<file path="src/rtl/sp_irq_pkg.sv">
package sp_irq_pkg;
    localparam int unsigned DATA_W  = 16;
    localparam int unsigned NUM_SRC = 4;
    // source index: 0 rx underflow, 1 tx underflow, 2 tx overflow, 3 tx empty at end of frame
    localparam int unsigned SRC_POS   [NUM_SRC] = '{4, 11, 12, 14};
    localparam bit          SRC_IS_RX [NUM_SRC] = '{1'b1, 1'b0, 1'b0, 1'b0};

    typedef enum logic {
        IRQ_COMBINED = 1'b0,
        IRQ_SPLIT    = 1'b1
    } irq_mode_e;

    typedef enum logic {
        ADDR_STATUS = 1'b0,
        ADDR_ENABLE = 1'b1
    } reg_addr_e;
endpackage

</file>
<file path="src/rtl/sp_irq_status_bank.sv">
module sp_irq_status_bank #(
    parameter int unsigned NSRC = 4
) (
    input  logic            clk,
    input  logic            rst_n,
    input  logic [NSRC-1:0] ev,
    input  logic [NSRC-1:0] clr,
    output logic [NSRC-1:0] stat_q
);
    typedef struct packed {
        logic [NSRC-1:0] stat;
    } bank_t;

    bank_t st_d, st_q;

    always_comb begin
        st_d = st_q;
        // clear first, then set: an event in the same cycle wins
        st_d.stat = (st_q.stat & ~clr) | ev;
    end

    always_ff @(posedge clk or negedge rst_n) begin
        if (!rst_n) st_q <= '0;
        else        st_q <= st_d;
    end

    assign stat_q = st_q.stat;

    for (genvar i = 0; i < NSRC; i++) begin : g_chk
        p_event_sets_r2: assert property (@(posedge clk) disable iff (!rst_n)
            ev[i] |=> stat_q[i]);
        p_set_wins_r4: assert property (@(posedge clk) disable iff (!rst_n)
            (ev[i] && clr[i]) |=> stat_q[i]);
        p_w1c_clears_r3: assert property (@(posedge clk) disable iff (!rst_n)
            (clr[i] && !ev[i]) |=> !stat_q[i]);
        p_sticky_r3: assert property (@(posedge clk) disable iff (!rst_n)
            (!clr[i] && !ev[i]) |=> $stable(stat_q[i]));
    end
endmodule

</file>
<file path="src/rtl/sp_irq_enable_reg.sv">
module sp_irq_enable_reg #(
    parameter int unsigned NSRC = 4
) (
    input  logic            clk,
    input  logic            rst_n,
    input  logic            wr,
    input  logic [NSRC-1:0] wbits,
    output logic [NSRC-1:0] en_q
);
    typedef struct packed {
        logic [NSRC-1:0] en;
    } enr_t;

    enr_t er_d, er_q;

    always_comb begin
        er_d = er_q;
        if (wr) er_d.en = wbits;
    end

    always_ff @(posedge clk or negedge rst_n) begin
        if (!rst_n) er_q <= '0;
        else        er_q <= er_d;
    end

    assign en_q = er_q.en;

    p_enable_hold_r9: assert property (@(posedge clk) disable iff (!rst_n)
        !wr |=> $stable(en_q));
    p_enable_load_r5: assert property (@(posedge clk) disable iff (!rst_n)
        wr |=> (en_q == $past(wbits)));
endmodule

</file>
<file path="src/rtl/sp_irq_router.sv">
module sp_irq_router
    import sp_irq_pkg::*;
#(
    parameter int unsigned NSRC = 4,
    parameter logic [NSRC-1:0] RX_MASK = 4'b0001
) (
    input  logic            clk,
    input  logic            rst_n,
    input  logic [NSRC-1:0] stat,
    input  logic [NSRC-1:0] en,
    input  logic            mode,
    output logic            irq_common,
    output logic            irq_rx,
    output logic            irq_tx
);
    logic [NSRC-1:0] live;
    logic            split;

    always_comb begin
        live       = stat & en;
        split      = (mode == IRQ_SPLIT);
        irq_common = |live;
        irq_rx     = split && |(live & RX_MASK);
        irq_tx     = split && |(live & ~RX_MASK);
    end

    p_combined_quiet_r6: assert property (@(posedge clk) disable iff (!rst_n)
        (mode == IRQ_COMBINED) |-> (!irq_rx && !irq_tx));
    p_common_covers_r7: assert property (@(posedge clk) disable iff (!rst_n)
        (irq_rx || irq_tx) |-> irq_common);
    p_disabled_silent_r8: assert property (@(posedge clk) disable iff (!rst_n)
        (en == '0) |-> !irq_common);
endmodule

</file>
<file path="src/rtl/sp_irq_ctrl.sv">
module sp_irq_ctrl
    import sp_irq_pkg::*;
(
    input  logic              clk,
    input  logic              rst_n,
    input  logic              ev_rx_udf,
    input  logic              ev_tx_udf,
    input  logic              ev_tx_ovf,
    input  logic              ev_tx_eof_empty,
    input  logic              irq_mode,
    input  logic              reg_wr,
    input  logic              reg_addr,
    input  logic [DATA_W-1:0] reg_wdata,
    output logic [DATA_W-1:0] reg_rdata,
    output logic              irq_common,
    output logic              irq_rx,
    output logic              irq_tx
);
    logic [NUM_SRC-1:0] ev_vec;
    logic [NUM_SRC-1:0] wbits;
    logic [NUM_SRC-1:0] clr_vec;
    logic [NUM_SRC-1:0] stat_q;
    logic [NUM_SRC-1:0] en_q;
    logic [NUM_SRC-1:0] rx_mask;
    logic               wr_stat;
    logic               wr_en;

    assign ev_vec = {ev_tx_eof_empty, ev_tx_ovf, ev_tx_udf, ev_rx_udf};

    for (genvar i = 0; i < NUM_SRC; i++) begin : g_map
        assign wbits[i]   = reg_wdata[SRC_POS[i]];
        assign clr_vec[i] = wr_stat & wbits[i];
        assign rx_mask[i] = SRC_IS_RX[i];
    end

    assign wr_stat = reg_wr && (reg_addr == ADDR_STATUS);
    assign wr_en   = reg_wr && (reg_addr == ADDR_ENABLE);

    sp_irq_status_bank #(.NSRC(NUM_SRC)) u_status (
        .clk    (clk),
        .rst_n  (rst_n),
        .ev     (ev_vec),
        .clr    (clr_vec),
        .stat_q (stat_q)
    );

    sp_irq_enable_reg #(.NSRC(NUM_SRC)) u_enable (
        .clk   (clk),
        .rst_n (rst_n),
        .wr    (wr_en),
        .wbits (wbits),
        .en_q  (en_q)
    );

    sp_irq_router #(.NSRC(NUM_SRC), .RX_MASK(4'b0001)) u_router (
        .clk        (clk),
        .rst_n      (rst_n),
        .stat       (stat_q),
        .en         (en_q),
        .mode       (irq_mode),
        .irq_common (irq_common),
        .irq_rx     (irq_rx),
        .irq_tx     (irq_tx)
    );

    always_comb begin
        reg_rdata = '0;
        for (int i = 0; i < NUM_SRC; i++) begin
            reg_rdata[SRC_POS[i]] = (reg_addr == ADDR_ENABLE) ? en_q[i] : stat_q[i];
        end
    end

    p_status_untouched_r9: assert property (@(posedge clk) disable iff (!rst_n)
        (wr_en && ev_vec == '0) |=> $stable(stat_q));
    p_rx_line_source_r7: assert property (@(posedge clk) disable iff (!rst_n)
        irq_rx |-> (stat_q[0] && en_q[0]));
endmodule

</file>
<file path="config.mk">
export PLATFORM = sky130hd
export DESIGN_NAME = sp_irq_ctrl
export DESIGN_NICKNAME = d
export VERILOG_FILES = /design/src/rtl/sp_irq_pkg.sv /design/src/rtl/sp_irq_status_bank.sv /design/src/rtl/sp_irq_enable_reg.sv /design/src/rtl/sp_irq_router.sv /design/src/rtl/sp_irq_ctrl.sv
export SDC_FILE = /design/constraint.sdc
export NUM_CORES = 1
export LEC_CHECK = 0
export ABC_AREA = 1
export BUFFER_PORTS_ARGS = -buffer_cell sky130_fd_sc_hd__buf_2
export CAP_MARGIN = 20
export CORE_MARGIN = 1.5
export CORE_UTILIZATION = 36
export DETAILED_ROUTE_END_ITERATION = 10
export GPL_ROUTABILITY_DRIVEN = 0
export PLACE_DENSITY = 0.85
export SETUP_SLACK_MARGIN = 0.02
export SLEW_MARGIN = 20
export SYNTH_ARGS = -nofsm -noshare
export SYNTH_HDL_FRONTEND = slang
export SYNTH_SLANG_ARGS = --single-unit
</file>
<file path="constraint.sdc">
create_clock -name clk -period 0.8 [get_ports clk]
set_input_delay 0.16 -clock clk [delete_from_list [all_inputs] [get_ports clk]]
set_output_delay 0.16 -clock clk [all_outputs]
set_load 0.02 [all_outputs]
</file>
=== Yosys cells after proc, flatten, opt, wreduce, memory -nomap -nowiden ===
Index checks and enable logic that the tools add are counted.
W data, S select, Z words.

* Register bits after elaboration: 8
* Bits of input ports: 25
* Output and inout port bits: 19
* Word-level logic and storage cells: 21

* Mux-type cells: 4
* Bitwise gates (word level): 9
* Reductions and logical operators: 6

{| class="wikitable"
|+ Operators with widths
! cell !! number
|-
| $and A4 B4 Y4 || 2
|-
| $and A1 B1 Y1 || 4
|-
| $logic_and A1 B1 Y1 || 4
|-
| $mux W1 || 4
|-
| $not A4 Y4 || 1
|-
| $or A4 B4 Y4 || 1
|-
| $reduce_or A4 Y1 || 1
|-
| $reduce_or A3 Y1 || 1
|-
| $not A1 Y1 || 1
|}

=== Depth between registers and ports, before layout ===
* Depth after elaboration: 6
* Gate-level depth with buffers: 5
* Mapped depth without buffers: 4

=== Modules after synthesis ===
Synthesis repeated with hierarchy kept, for this count alone.

* Cell total of the unflattened synthesis: 84
* Area total of the unflattened synthesis: 541.8 um^2

{| class="wikitable"
|+ By module, submodules not included
! module !! times used !! cells an instance !! area each (um^2) !! sequential area each (um^2)
|-
| sp_irq_ctrl || 1 || 37 || 191.4 || 0.0
|-
| sp_irq_status_bank || 1 || 20 || 160.2 || 100.1
|-
| sp_irq_enable_reg || 1 || 17 || 148.9 || 100.1
|-
| sp_irq_router || 1 || 10 || 41.3 || 0.0
|}

=== Least setup slack after synthesis ===
OpenSTA, ideal clock, no wires.

* Kind: reg-to-output
* Start: register u_enable.er_q, in the netlist u_enable.en_q[0]
* End: output irq_rx
* Data arrival time: 689 ps
* Required time: 640 ps
* Path slack: -49 ps
* Cell stages (with the launch flop): 3
* Buffers on the path: 0
* Cells stage by stage: dfrtp_1 nand2_1 nor2_1

* Word-level cells in the longest chain between the ends: 2

{| class="wikitable"
|+ Ends and longest elaborated chain
! what !! RTL line !! source
|-
| start: declaration || sp_irq_enable_reg.sv:14 || <nowiki>enr_t er_d, er_q;</nowiki>
|-
| start signal: assignment || sp_irq_enable_reg.sv:23 || <nowiki>else er_q <= er_d;</nowiki>
|-
| $and A4 B4 Y4 || sp_irq_router.sv:20 || <nowiki>live = stat & en;</nowiki>
|-
| $logic_and A1 B1 Y1 || sp_irq_router.sv:23 || <nowiki>irq_rx = split && |(live & RX_MASK);</nowiki>
|-
| end: declaration || sp_irq_ctrl.sv:16 || <nowiki>output logic irq_rx,</nowiki>
|}

No other way between the ends.

=== Worst setup path after layout ===
* Start: register u_status.st_q, in the netlist u_status.stat_q[2]
* End: output irq_tx

* Word-level cells in the longest chain between the ends: 3

{| class="wikitable"
|+ Ends and longest elaborated chain
! what !! RTL line !! source
|-
| start: declaration || sp_irq_status_bank.sv:14 || <nowiki>bank_t st_d, st_q;</nowiki>
|-
| start signal: assignment || sp_irq_status_bank.sv:24 || <nowiki>else st_q <= st_d;</nowiki>
|-
| $and A4 B4 Y4 || sp_irq_router.sv:20 ||
|-
| $reduce_or A3 Y1 || sp_irq_router.sv:24 || <nowiki>irq_tx = split && |(live & ~RX_MASK);</nowiki>
|-
| $logic_and A1 B1 Y1 || sp_irq_router.sv:24 ||
|-
| end: declaration || sp_irq_ctrl.sv:17 || <nowiki>output logic irq_tx</nowiki>
|}

No other way between the ends.

==> results.json <==
{
  "combPwrFrac_pct": 38.0,
  "slowest_stage": "dfrtp_1",
  "status": "complete, but fails checks",
  "viasPerCell": 4.25,
  "min-delay-start": "ev_tx_ovf",
  "cp_max_fo": 3,
  "clock_skew_ns": 0,
  "netlist_instances": 75,
  "crit_type": "flip-flop to output pin",
  "critical_path.cell_chain": "nand2_1 > nand3_1 > nand2_1 > inv_2 > buf_6",
  "grt_overflow_total": 0,
  "yosysWarnings": 0,
  "ir_drop_mv": 0.969,
  "r2r_slack_ns": -0.02,
  "crit_path_start_kind": "flip-flop",
  "max_freq_mhz": 821,
  "finalHoldViolations": 0,
  "timing.final.ws_setup_ns": -0.417,
  "max-cap-violations": 0,
  "root_buffer": "clkbuf_4",
  "cts.sinks": 8,
  "clk_latency_ns": 0.25,
  "drc": 0,
  "core-area_mm2": 0.00133,
  "groute.usage.overall_pct": 15.1,
  "rsz0062_at_grt": "true",
  "finalMaxSlewViolations": 0,
  "tritoncts": "yes",
  "finalInstanceArea_um2": 777,
  "num_rows": 13,
  "p_seq_share_pct": 37.5,
  "p_int_w": 0.000836,
  "synth_area_um2": 522,
  "antennaDiodeCount": 0,
  "slowest_delay_ns": 0.41,
  "layout_commonest_cell": "nand2_1",
  "ant_nets": 0,
  "cpMostUsedCell": "nand2_1",
  "nNetsFinal": 133,
  "hold_depth": 3,
  "ios": 44,
  "syn2layout_area_growth_pct": 48.9,
  "fin_crit_ns": 1.22,
  "final_cell_mix": "24 x nand2_1, 13 x buf_6, 12 x conb_1, 12 x buf_2, 10 x nand2_2",
  "switching_share_pct": 33.5,
  "cp-end-kind": "output pin",
  "wl_per_cell_um": 9.20,
  "finalCritPeriodShare_pct": 152,
  "cts_made_buffers": 3,
  "holdPathEnd": "u_status.stat_q[2]$_DFF_PN0_",
  "grt_max_degree": 10,
  "rr_endpoint": "u_enable.en_q[3]$_DFFE_PN0P_",
  "cts_max_level": 1,
  "p_total_w": 0.00126,
  "yosysTopAreaCellShare_pct": 38.4,
  "min_path_type": "input port to flip-flop",
  "synth.yosys.seq_area_share_pct": 38.4,
  "crit_buf_inv": 2,
  "fp.dieW_um": 41.1,
  "grt_pass1_vias": 403,
  "wl_um": 1110,
  "post_dp_cell_area_um2": 631,
  "clk_transition_reported_paths_ns": 0.05,
  "clock_path_buffers": 2,
  "start_util_pct": 39.1,
  "drive_above_1_share_pct": 43.4,
  "p_leak_nw": 0.455,
  "crit_arrival_ns": 1.06,
  "dieArea_mm2": 0.00169,
  "dieHeight_um": 41.1,
  "dp_hpwl_um": 812,
  "power_frac_clock_pct": 24.5,
  "first_iter_violations": 8,
  "synth.distinct_cells": 10,
  "p_per_area_mw_per_mm2": 1620,
  "ys_seq_elements": 8,
  "reg2regPathDepth": 4,
  "cp.required_ns": 0.64,
  "synth_top_cell_by_area": "dfrtp_1",
  "vias": 514,
  "switchingPower_w": 0.000420,
  "finalSetupViolations": 9,
  "grt_pass1_wl_um": 1590,
  "first_pass_iters": 4,
  "portBuffers": 19,
  "crit_family": "flip-flops",
  "violations": "setup timing",
  "r2r-start": "u_enable.en_q[3]$_DFFE_PN0P_",
  "ys_top_cells_by_area": "dfrtp_1 38%, nand2_1 24%, buf_4 19%",
  "antenna_found_initial": 0,
  "syn_area_per_cell_um2": 6.96
}
## power by group through the flow
stage                     sequential, W  combinational (W)  clock, W
after global placement         0.000468           0.000355         0
after global routing           0.000476           0.000524  0.000344
after CTS                      0.000467           0.000433  0.000320
final                          0.000471           0.000477  0.000308
after detailed placement       0.000471           0.000361         0
after floorplan                0.000469           0.000267         0
## metal layers
layer	up-vias	GRT usage [%]	wire [um]
li1	267	-	-
met1	217	17.2	471
met2	28	25.0	545
met3	2	3.26	84
met4	0	10.0	12
met5	-	0	0
## sequential cells by signal, summed over array words and instances, names as in the netlist
| register | flops |
|---|---|
| u_enable.en_q | 4 |
| u_status.stat_q | 4 |
## per-stage QoR
step                worst slack [ns]  utilization (%)  hold WS (ns)  instances  TNS (ns)
floorplan                    -0.0377                -        -0.136         86   -0.0433
global placement              -0.142             47.3       0.00985        114    -0.568
detailed placement            -0.149             47.3        0.0162        114    -0.628
CTS                           -0.405             55.0        0.0815        121     -2.41
global route                  -0.469             58.3        0.0730        121     -2.84
finish                        -0.417             58.3        0.0870        121     -2.38
## repair_timing
item | CTS | global route
buffers inserted | 3 | 1
pin swaps | 8 | 7
gates resized for setup | 16 | 14
gates cloned | 0 | 0
hold buffers | 1 | 0
endpoints found under the setup margin | 7 | 12
hold endpoints to repair | 8 | 0
## cell type report
type                            instances  area, um^2
Inverter                                7        26.3
Fill cell                             130         557
Multi-Input combinational cell         57         255
Timing Repair Buffer                   31         254
Tap cell                               15        18.8
Sequential cell                         8         200
Clock buffer                            3        22.5
## synthesized netlist by cell type
cell type	instances
nand3_1	9
nand2_1	34
buf_4	13
dfrtp_1	8
nand4_1	1
nor2_1	1
inv_1	6
conb_1	1
inv_2	1
buf_6	1
## cell families after synthesis
group         Yosys count  share of synthesized area [%]
flops                   8                           38.4
buf+inv                21                           25.9
simple gates           45                           35.0
other cells             1                          0.719
## tightest hold or removal path: cells and delay by family
kind / cells / cell delay, ns
buffers and inverters: 2 / 0.10
and+or+nand+nor: 1 / 0.05
## worst max-delay path by stage
stage / from / to / slack, ns / cells after the start
global placement: u_status.stat_q[2]$_DFF_PN0_ / irq_tx / -0.14 / 5
finish: u_status.stat_q[2]$_DFF_PN0_ / irq_tx / -0.42 / 5
CTS: u_status.stat_q[2]$_DFF_PN0_ / irq_tx / -0.40 / 5
floorplan: u_status.stat_q[1]$_DFF_PN0_ / irq_common / -0.04 / 2
global route: u_status.stat_q[2]$_DFF_PN0_ / irq_tx / -0.47 / 5
detailed placement: u_status.stat_q[2]$_DFF_PN0_ / irq_tx / -0.15 / 5
(Power assumes the default switching activity.)
